===== src/rtl/sync_gen_pkg.sv =====
package sync_gen_pkg;

    localparam int unsigned SYNC_FIELD_W = 4;

    // Variants 2..4 read a zero horizontal field as a full-length pulse.
    function automatic logic h_zero_is_full(input int unsigned variant);
        return variant >= 2;
    endfunction

    // Variants 1 and 2 ignore the vertical field and use a fixed length.
    function automatic logic v_is_fixed(input int unsigned variant);
        return (variant == 1) || (variant == 2);
    endfunction

endpackage


===== src/rtl/sync_width_dec.sv =====
module sync_width_dec #(
    parameter int unsigned FIELD_W   = 4,
    parameter bit          ZERO_FULL = 1'b0,
    parameter bit          FIXED     = 1'b0,
    localparam int unsigned CNT_W    = FIELD_W + 1
) (
    input  logic [FIELD_W-1:0] field_i,
    output logic [CNT_W-1:0]   width_o
);
    localparam int unsigned FULL = 1 << FIELD_W;

    generate
        if (FIXED) begin : g_fixed
            logic unused_field;
            assign unused_field = ^field_i;
            assign width_o      = CNT_W'(FULL);
        end else begin : g_field
            always_comb begin
                if (field_i == '0) begin
                    width_o = ZERO_FULL ? CNT_W'(FULL) : '0;
                end else begin
                    width_o = {1'b0, field_i};
                end
            end
        end
    endgenerate

endmodule


===== src/rtl/sync_pulse_timer.sv =====
module sync_pulse_timer #(
    parameter int unsigned CNT_W = 5
) (
    input  logic             clk,
    input  logic             rst,
    input  logic             start_i,
    input  logic             tick_i,
    input  logic [CNT_W-1:0] width_i,
    output logic             pulse_o
);
    localparam int unsigned MAX_CNT = 1 << (CNT_W - 1);

    typedef struct packed {
        logic             active;
        logic [CNT_W-1:0] cnt;
    } timer_t;

    timer_t st_d, st_q;

    always_comb begin
        st_d = st_q;
        if (st_q.active) begin
            if (tick_i) begin
                if (st_q.cnt == CNT_W'(1)) begin
                    st_d.active = 1'b0;
                    st_d.cnt    = '0;
                end else begin
                    st_d.cnt = st_q.cnt - CNT_W'(1);
                end
            end
        end else if (start_i && (width_i != '0)) begin
            st_d.active = 1'b1;
            st_d.cnt    = width_i;
        end
    end

    always_ff @(posedge clk) begin
        if (rst) begin
            st_q <= '0;
        end else begin
            st_q <= st_d;
        end
    end

    assign pulse_o = st_q.active;

    // an accepted start loads the captured width and raises the pulse
    assert_start_loads_R2: assert property (@(posedge clk) disable iff (rst)
        (start_i && !pulse_o && width_i != '0) |=> (pulse_o && st_q.cnt == $past(width_i)));

    // a running pulse always has between 1 and the maximum ticks left
    assert_cnt_range_R2: assert property (@(posedge clk) disable iff (rst)
        pulse_o |-> (st_q.cnt != '0 && st_q.cnt <= CNT_W'(MAX_CNT)));

    // without its own tick the pulse neither ends nor advances
    assert_hold_no_tick_R9: assert property (@(posedge clk) disable iff (rst)
        (pulse_o && !tick_i) |=> (pulse_o && $stable(st_q.cnt)));

    // a strobe on the final tick does not restart the pulse
    assert_last_tick_restart_R8: assert property (@(posedge clk) disable iff (rst)
        (pulse_o && tick_i && st_q.cnt == CNT_W'(1) && start_i) |=> !pulse_o);

endmodule


===== src/rtl/sync_width_gen.sv =====
module sync_width_gen #(
    parameter int unsigned VARIANT = 0,
    parameter int unsigned FIELD_W = sync_gen_pkg::SYNC_FIELD_W
) (
    input  logic               clk,
    input  logic               rst,
    input  logic               char_tick,
    input  logic               line_tick,
    input  logic               hs_start,
    input  logic               vs_start,
    input  logic [2*FIELD_W-1:0] sync_reg,
    output logic               hsync,
    output logic               vsync
);
    import sync_gen_pkg::*;

    localparam int unsigned CNT_W    = FIELD_W + 1;
    localparam bit          H_ZFULL  = h_zero_is_full(VARIANT);
    localparam bit          V_FIXED  = v_is_fixed(VARIANT);

    logic [CNT_W-1:0] h_width, v_width;

    sync_width_dec #(.FIELD_W(FIELD_W), .ZERO_FULL(H_ZFULL), .FIXED(1'b0)) u_hdec (
        .field_i (sync_reg[FIELD_W-1:0]),
        .width_o (h_width)
    );

    sync_width_dec #(.FIELD_W(FIELD_W), .ZERO_FULL(1'b1), .FIXED(V_FIXED)) u_vdec (
        .field_i (sync_reg[2*FIELD_W-1:FIELD_W]),
        .width_o (v_width)
    );

    sync_pulse_timer #(.CNT_W(CNT_W)) u_htmr (
        .clk     (clk),
        .rst     (rst),
        .start_i (hs_start),
        .tick_i  (char_tick),
        .width_i (h_width),
        .pulse_o (hsync)
    );

    sync_pulse_timer #(.CNT_W(CNT_W)) u_vtmr (
        .clk     (clk),
        .rst     (rst),
        .start_i (vs_start),
        .tick_i  (line_tick),
        .width_i (v_width),
        .pulse_o (vsync)
    );

    // reset clears both outputs
    assert_reset_clear_R1: assert property (@(posedge clk)
        rst |=> (!hsync && !vsync));

    generate
        if (!H_ZFULL) begin : g_hzero_chk
            // zero horizontal field never starts a pulse
            assert_hzero_none_R3: assert property (@(posedge clk) disable iff (rst)
                (hs_start && !hsync && sync_reg[FIELD_W-1:0] == '0) |=> !hsync);
        end else begin : g_hzero_full_chk
            // zero horizontal field starts a pulse
            assert_hzero_full_R4: assert property (@(posedge clk) disable iff (rst)
                (hs_start && !hsync && sync_reg[FIELD_W-1:0] == '0) |=> hsync);
        end
    endgenerate

endmodule


===== config.mk =====
export PLATFORM = sky130hd
export DESIGN_NAME = sync_width_gen
export DESIGN_NICKNAME = d
export VERILOG_FILES = /design/src/rtl/sync_gen_pkg.sv /design/src/rtl/sync_width_dec.sv /design/src/rtl/sync_pulse_timer.sv /design/src/rtl/sync_width_gen.sv
export SDC_FILE = /design/constraint.sdc
export NUM_CORES = 1
export LEC_CHECK = 0
export ABC_AREA = 1
export ABC_CLOCK_PERIOD_IN_PS = 1300
export BUFFER_PORTS_ARGS = -buffer_cell sky130_fd_sc_hd__buf_2
export CORE_UTILIZATION = 48
export DETAILED_ROUTE_END_ITERATION = 12
export GPL_TIMING_DRIVEN = 0
export HOLD_SLACK_MARGIN = 0.05
export PLACE_DENSITY = 0.8
export SYNTH_ARGS = -nofsm -noshare
export SYNTH_HDL_FRONTEND = slang
export SYNTH_HIERARCHICAL = 1
export SYNTH_SLANG_ARGS = --single-unit

===== constraint.sdc =====
create_clock -name clk -period 1.3 [get_ports clk]
set_clock_uncertainty 0.15 [all_clocks]
set_input_delay 0.26 -clock clk [delete_from_list [all_inputs] [get_ports clk]]
set_output_delay 0.26 -clock clk [all_outputs]
set_load 0.005 [all_outputs]

======== Yosys cells after proc, flatten, opt, wreduce, memory -nomap -nowiden ========
Cells that the tools add are included.
cells by class
  add/sub/neg operators ................... 2
  eq/ne operators ......................... 4
  reduce and logical (&&, ||, !) cells .... 10
  multiplexer cells ....................... 12
operators by type and width
  operator             number
  $mux 6               6
  $mux 5               3
  $eq 5x1->1 const B   2
  $reduce_bool 5->1    2
  $sub 5x1->5 const B  2
  $logic_not 4->1      2
  $mux 4               1
  $ne 2x2->1 const B   2
  $reduce_and 2->1     2
  $reduce_bool 2->1    2
  $logic_and 1x1->1    2
  $mux 1               2
word-level totals
  word-level logic and storage cells ...... 32
  register bits ........................... 12

======== Depth between registers and ports, before layout ========
  depth after elaboration ................. 6
  depth in mapped cells ................... 11
  gate-level depth less buffers ........... 11

======== By module ========
The synthesis kept the hierarchy.
by module, submodules not included
  module                    times used  area each (sq um)  cells each
  sync_pulse_timer          2           406.6              65
  sync_width_dec at u_vdec  1           41.3               11
  sync_width_dec at u_hdec  1           26.3               6

======== Worst setup path before layout ========
OpenSTA, ideal clock, no wires.
  path type ............................... register -> register
  from .................................... reg u_htmr/st_q[0] (netlist bit)
  to ...................................... reg u_htmr/st_q[2] (netlist bit)
  arrival time ............................ 0.996 ns
  path slack .............................. 0.039 ns
  setup time .............................. 0.116 ns
  clock period less this slack ............ 1.261 ns
  cell stages (with the launch flop) ...... 8
  data required time ...................... 1.034 ns
  buffers on the path ..................... 0
  path through ............................ dfxtp_1 inv_1 ha_1 xor2_1 nand2_1 nand2_1 nor2_1 nor2_1
between the ends
  longest elaborated chain between the ends .. 4
  elaborated cells between the ends (all ways) .. 5
  classes of those cells .................. add/sub: 1; eq/ne: 1; mux: 3
RTL lines
  item                                       RTL line                                        RTL
  start: declaration                         sync_pulse_timer.sv:18                          timer_t st_d, st_q;
  start signal: assignment                   sync_pulse_timer.sv:41                          st_q <= st_d;
  $sub 5x1->5 or $eq 5x1->1 (tied branches)  sync_pulse_timer.sv:28, sync_pulse_timer.sv:24
  $mux 5 *                                   sync_pulse_timer.sv:24                          if (st_q.cnt == CNT_W'(1)) begin
  $mux 6 *                                   sync_pulse_timer.sv:23                          if (tick_i) begin
  $mux 6 *                                   sync_pulse_timer.sv:22                          if (st_q.active) begin
Mark *: on every way between the ends. The rest lies on a longest branch, timed or not. The select of a mux whose other input is x is not followed.
A chain may end at the register's enable or synchronous reset.

======== Worst setup path in the final report ========
  from .................................... reg u_htmr/st_q[1] (netlist bit)
  to ...................................... reg u_htmr/st_q[4] (netlist bit)
The elaborated chain is that of the path after synthesis.

==> flow_metrics.py <==
metrics = {
    "run_status": {
        "violations": "negative setup slack",
        "status": "finished with violations",
    },
    "sta": {
        "fmax_ghz": 0.758,
        "final-hold-violation-count": 0,
        "setup_slack_ns": -0.0193,
        "period_needed_ns": 1.32,
        "grt_setup_unrepaired": "true",
        "setup_tns_ns": -0.0193,
        "final-setup-viol-count": 1,
        "fin_crit_sh": 1.01,
        "drv_slew": 0,
    },
    "clock_tree": {
        "clkLatencyLatePin_ns": 0.27,
        "cts_tree": "yes",
        "cts-root-buf": "clkbuf_4",
        "clock_sinks": 12,
        "clk_pin_slew_ns": 0.07,
        "cts_made_buffers": 3,
        "htree_levels": 1,
        "cts_buffer_depth": 2,
    },
    "pwr": {
        "finalPower_mw": 1.01,
        "power_density_nw_per_um2": 925,
        "pwr-share-seq": 0.450,
        "p_comb_frac": 0.337,
        "p_leak_nw": 0.534,
        "p_sw_mw": 0.352,
        "ir_drop_v": 0.000552,
        "p_int_mw": 0.662,
        "p_clk_frac": 0.213,
        "swShare": 0.347,
    },
    "placed_design": {
        "io_buffer_count": 11,
        "place_ws_ns": -0.218,
        "hpwl_microns": 1430,
        "globalplace.congestion": 0.847,
    },
    "detailed_routing": {
        "vias": 920,
        "drc_errors": 0,
        "firstDrtPassIters": 4,
        "wire_per_inst_microns": 9.98,
        "drt_iter0_markers": 20,
        "drt-vias-per-instance": 4.84,
        "detail_route.wirelength_microns": 1900,
        "antenna_left": 0,
    },
    "die": {
        "die_x_microns": 44.8,
        "rows": 15,
        "pin_count": 16,
        "dieHeight_microns": 44.8,
        "start_util": 0.510,
        "die_area_sq_um": 2010,
        "core_area_sq_um": 1730,
    },
    "critical_path": {
        "slowest_stage": "dfxtp_2",
        "crit_fanout": 4,
        "crit_buf_inv": 2,
        "arrival_ns": 1.38,
        "max_stage_delay_ns": 0.35,
        "required_ns": 1.36,
        "path_common_cell": "nor2_1",
        "cpLargestDelayFamily": "flip-flops",
        "start_kind": "flip-flop",
        "cp-end-kind": "flip-flop",
        "crit_path_cell_trace": "inv_4 > ha_4 > inv_2 > nor2_4 > a21oi_2 > nand2_1 > nor2_1 > nor2_1 > nor2_1",
        "path_class": "flip-flop to flip-flop",
    },
    "logic_synthesis": {
        "ys_warn_count": 6,
        "yosys_register_bits": 12,
        "syn_area_sq_um": 881,
        "synth_area_leaders": "dfxtp_1 27%, nand3_1 11%, inv_1 11%, nor2_1 11%, nand2_1 9.4%",
        "yosysSeqAreaShare": 0.273,
        "postSynthCellCount": 147,
        "synth_top_area_cell": "dfxtp_1",
        "syn_avg_cell_area_sq_um": 5.99,
        "synth.distinct_cells": 16,
        "synth_top_area_frac": 0.273,
        "synth_nets": 165,
    },
    "global_routing": {
        "grt_antenna_before_repair": 0,
        "busiest_layer": "met2",
        "grt_use_met1": 0.225,
        "grt_pass1_vias": 788,
        "grt_use_met3": 0.0280,
        "grt_max_degree": 9,
        "grt_pass1_wl_microns": 2990,
        "gr-total-overflow": 0,
        "met2_usage": 0.374,
        "grt_usage": 0.204,
    },
    "layout": {
        "syn2layout_area_growth_pct": 24.4,
        "nNetsFinal": 185,
        "antenna_cells": 0,
        "drive_gt1_frac": 0.267,
        "finish.utilization": 0.635,
    },
    "min_path": {
        "min_path_type": "input port to flip-flop",
    },
    "run": {
        "drv_cap": 0,
    },
}
==> state kept, by name, summed over array words and instances (netlist names) <==
signal          count
u_vtmr/pulse_o      1
u_htmr/pulse_o      1
u_vtmr/st_q         5
u_htmr/st_q         5
==> synthesized netlist by cell type <==
library cell and instances:
inv_1 26, nor2_1 25, nand2_1 22, nand3_1 20
a21oi_1 12, dfxtp_1 12, clkbuf_1 8, ha_1 4
nand2_2 4, o21ai_0 4, a21oi_2 2, nand4_1 2
nor2_4 2, xor2_1 2, buf_4 1, conb_1 1
==> cell families (layout without fill, tap and decap cells) <==
family / Yosys count / in the layout / synth area share
flip-flops: 12 / 12 / 0.273
adder cells (fa/ha/maj): 4 / 4 / 0.0568
buffers and inverters: 35 / 53 / 0.153
other: 1 / 1 / 0.00426
AO/OA/AOI/OAI: 18 / 18 / 0.111
AND/OR/NAND/NOR: 75 / 75 / 0.382
XOR/XNOR: 2 / 2 / 0.0199
==> power groups by stage <==
stage          Sequential (mW)  Clock (mW)  Combinational (mW)
2_1_floorplan            0.444           0               0.226
3_3_place_gp             0.449           0               0.280
3_5_place_dp             0.451           0               0.290
4_1_cts                  0.448       0.224               0.311
5_1_grt                  0.461       0.244               0.390
6_report                 0.456       0.215               0.342
==> what timing repair did <==
action | CTS | global route
gates cloned | 0 | 0
pin swaps | 7 | 13
endpoints found under the setup margin | 6 | 9
setup buffers | 3 | 1
endpoints found under the hold margin | 0 | 0
gates resized for setup | 14 | 13
hold buffers | 0 | 0
==> routing by layer <==
metal / vias up / part of all wire
met5: - / 0
met1: 411 / 0.45
met4: 0 / 0.012
li1: 489 / -
met3: 4 / 0.030
met2: 16 / 0.51
==> worst reg2reg max path, stage by stage (launching register included) <==
cell and delay (ns):
dfxtp_2 0.35, inv_4 0.06, ha_4 0.15, inv_2 0.06, nor2_4 0.04, a21oi_2 0.17, nand2_1 0.08, nor2_1 0.09
nor2_1 0.05, nor2_1 0.07
==> through the flow <==
step	cells	hold WS, ns	instance area [sq um]
2_1_floorplan	147	0.179	881
3_3_place_gp	183	0.319	967
3_5_place_dp	183	0.322	967
4_1_cts	189	0.113	1030
5_1_grt	190	0.121	1100
6_report	190	0.115	1100
==> final timing paths <==
check	from	to	slack (ns)	cells past startpoint
setup / recovery	u_htmr/st_q[1]	u_htmr/st_q[4]	-0.02	9
hold / removal	rst	u_vtmr/pulse_o	0.12	2
setup reg to reg	u_htmr/st_q[1]	u_htmr/st_q[4]	-0.02	9
hold reg to reg	u_htmr/st_q[1]	u_htmr/st_q[1]	0.35	2
==> cell type report <==
| cell class | instances | area [sq um] |
|---|---|---|
| buffer | 9 | 37.5 |
| clock buffer | 3 | 22.5 |
| fill | 165 | 631 |
| inverter | 26 | 105 |
| multi-input combinational | 100 | 563 |
| sequential | 12 | 251 |
| tap | 25 | 31.3 |
| timing repair buffer | 15 | 85.1 |
==> placed cells by master (no fill, tap or decap), types with 2 or more instances in the layout <==
| cell type | n |
|---|---|
| xor2_1 | 2 |
| inv_2 | 2 |
| buf_4 | 5 |
| nand4_1 | 2 |
| nand3_1 | 20 |
| ha_4 | 3 |
| nor2_4 | 4 |
| nand2_2 | 5 |
| inv_1 | 21 |
| dfxtp_4 | 2 |
| inv_4 | 3 |
| nor2_1 | 23 |
| clkbuf_1 | 8 |
| a21oi_2 | 2 |
| dfxtp_2 | 3 |
| a21oi_1 | 12 |
| dfxtp_1 | 7 |
| clkbuf_4 | 3 |
| o21ai_0 | 4 |
| nand2_1 | 21 |
| buf_2 | 11 |
Power figures use the tool's default switching activity.
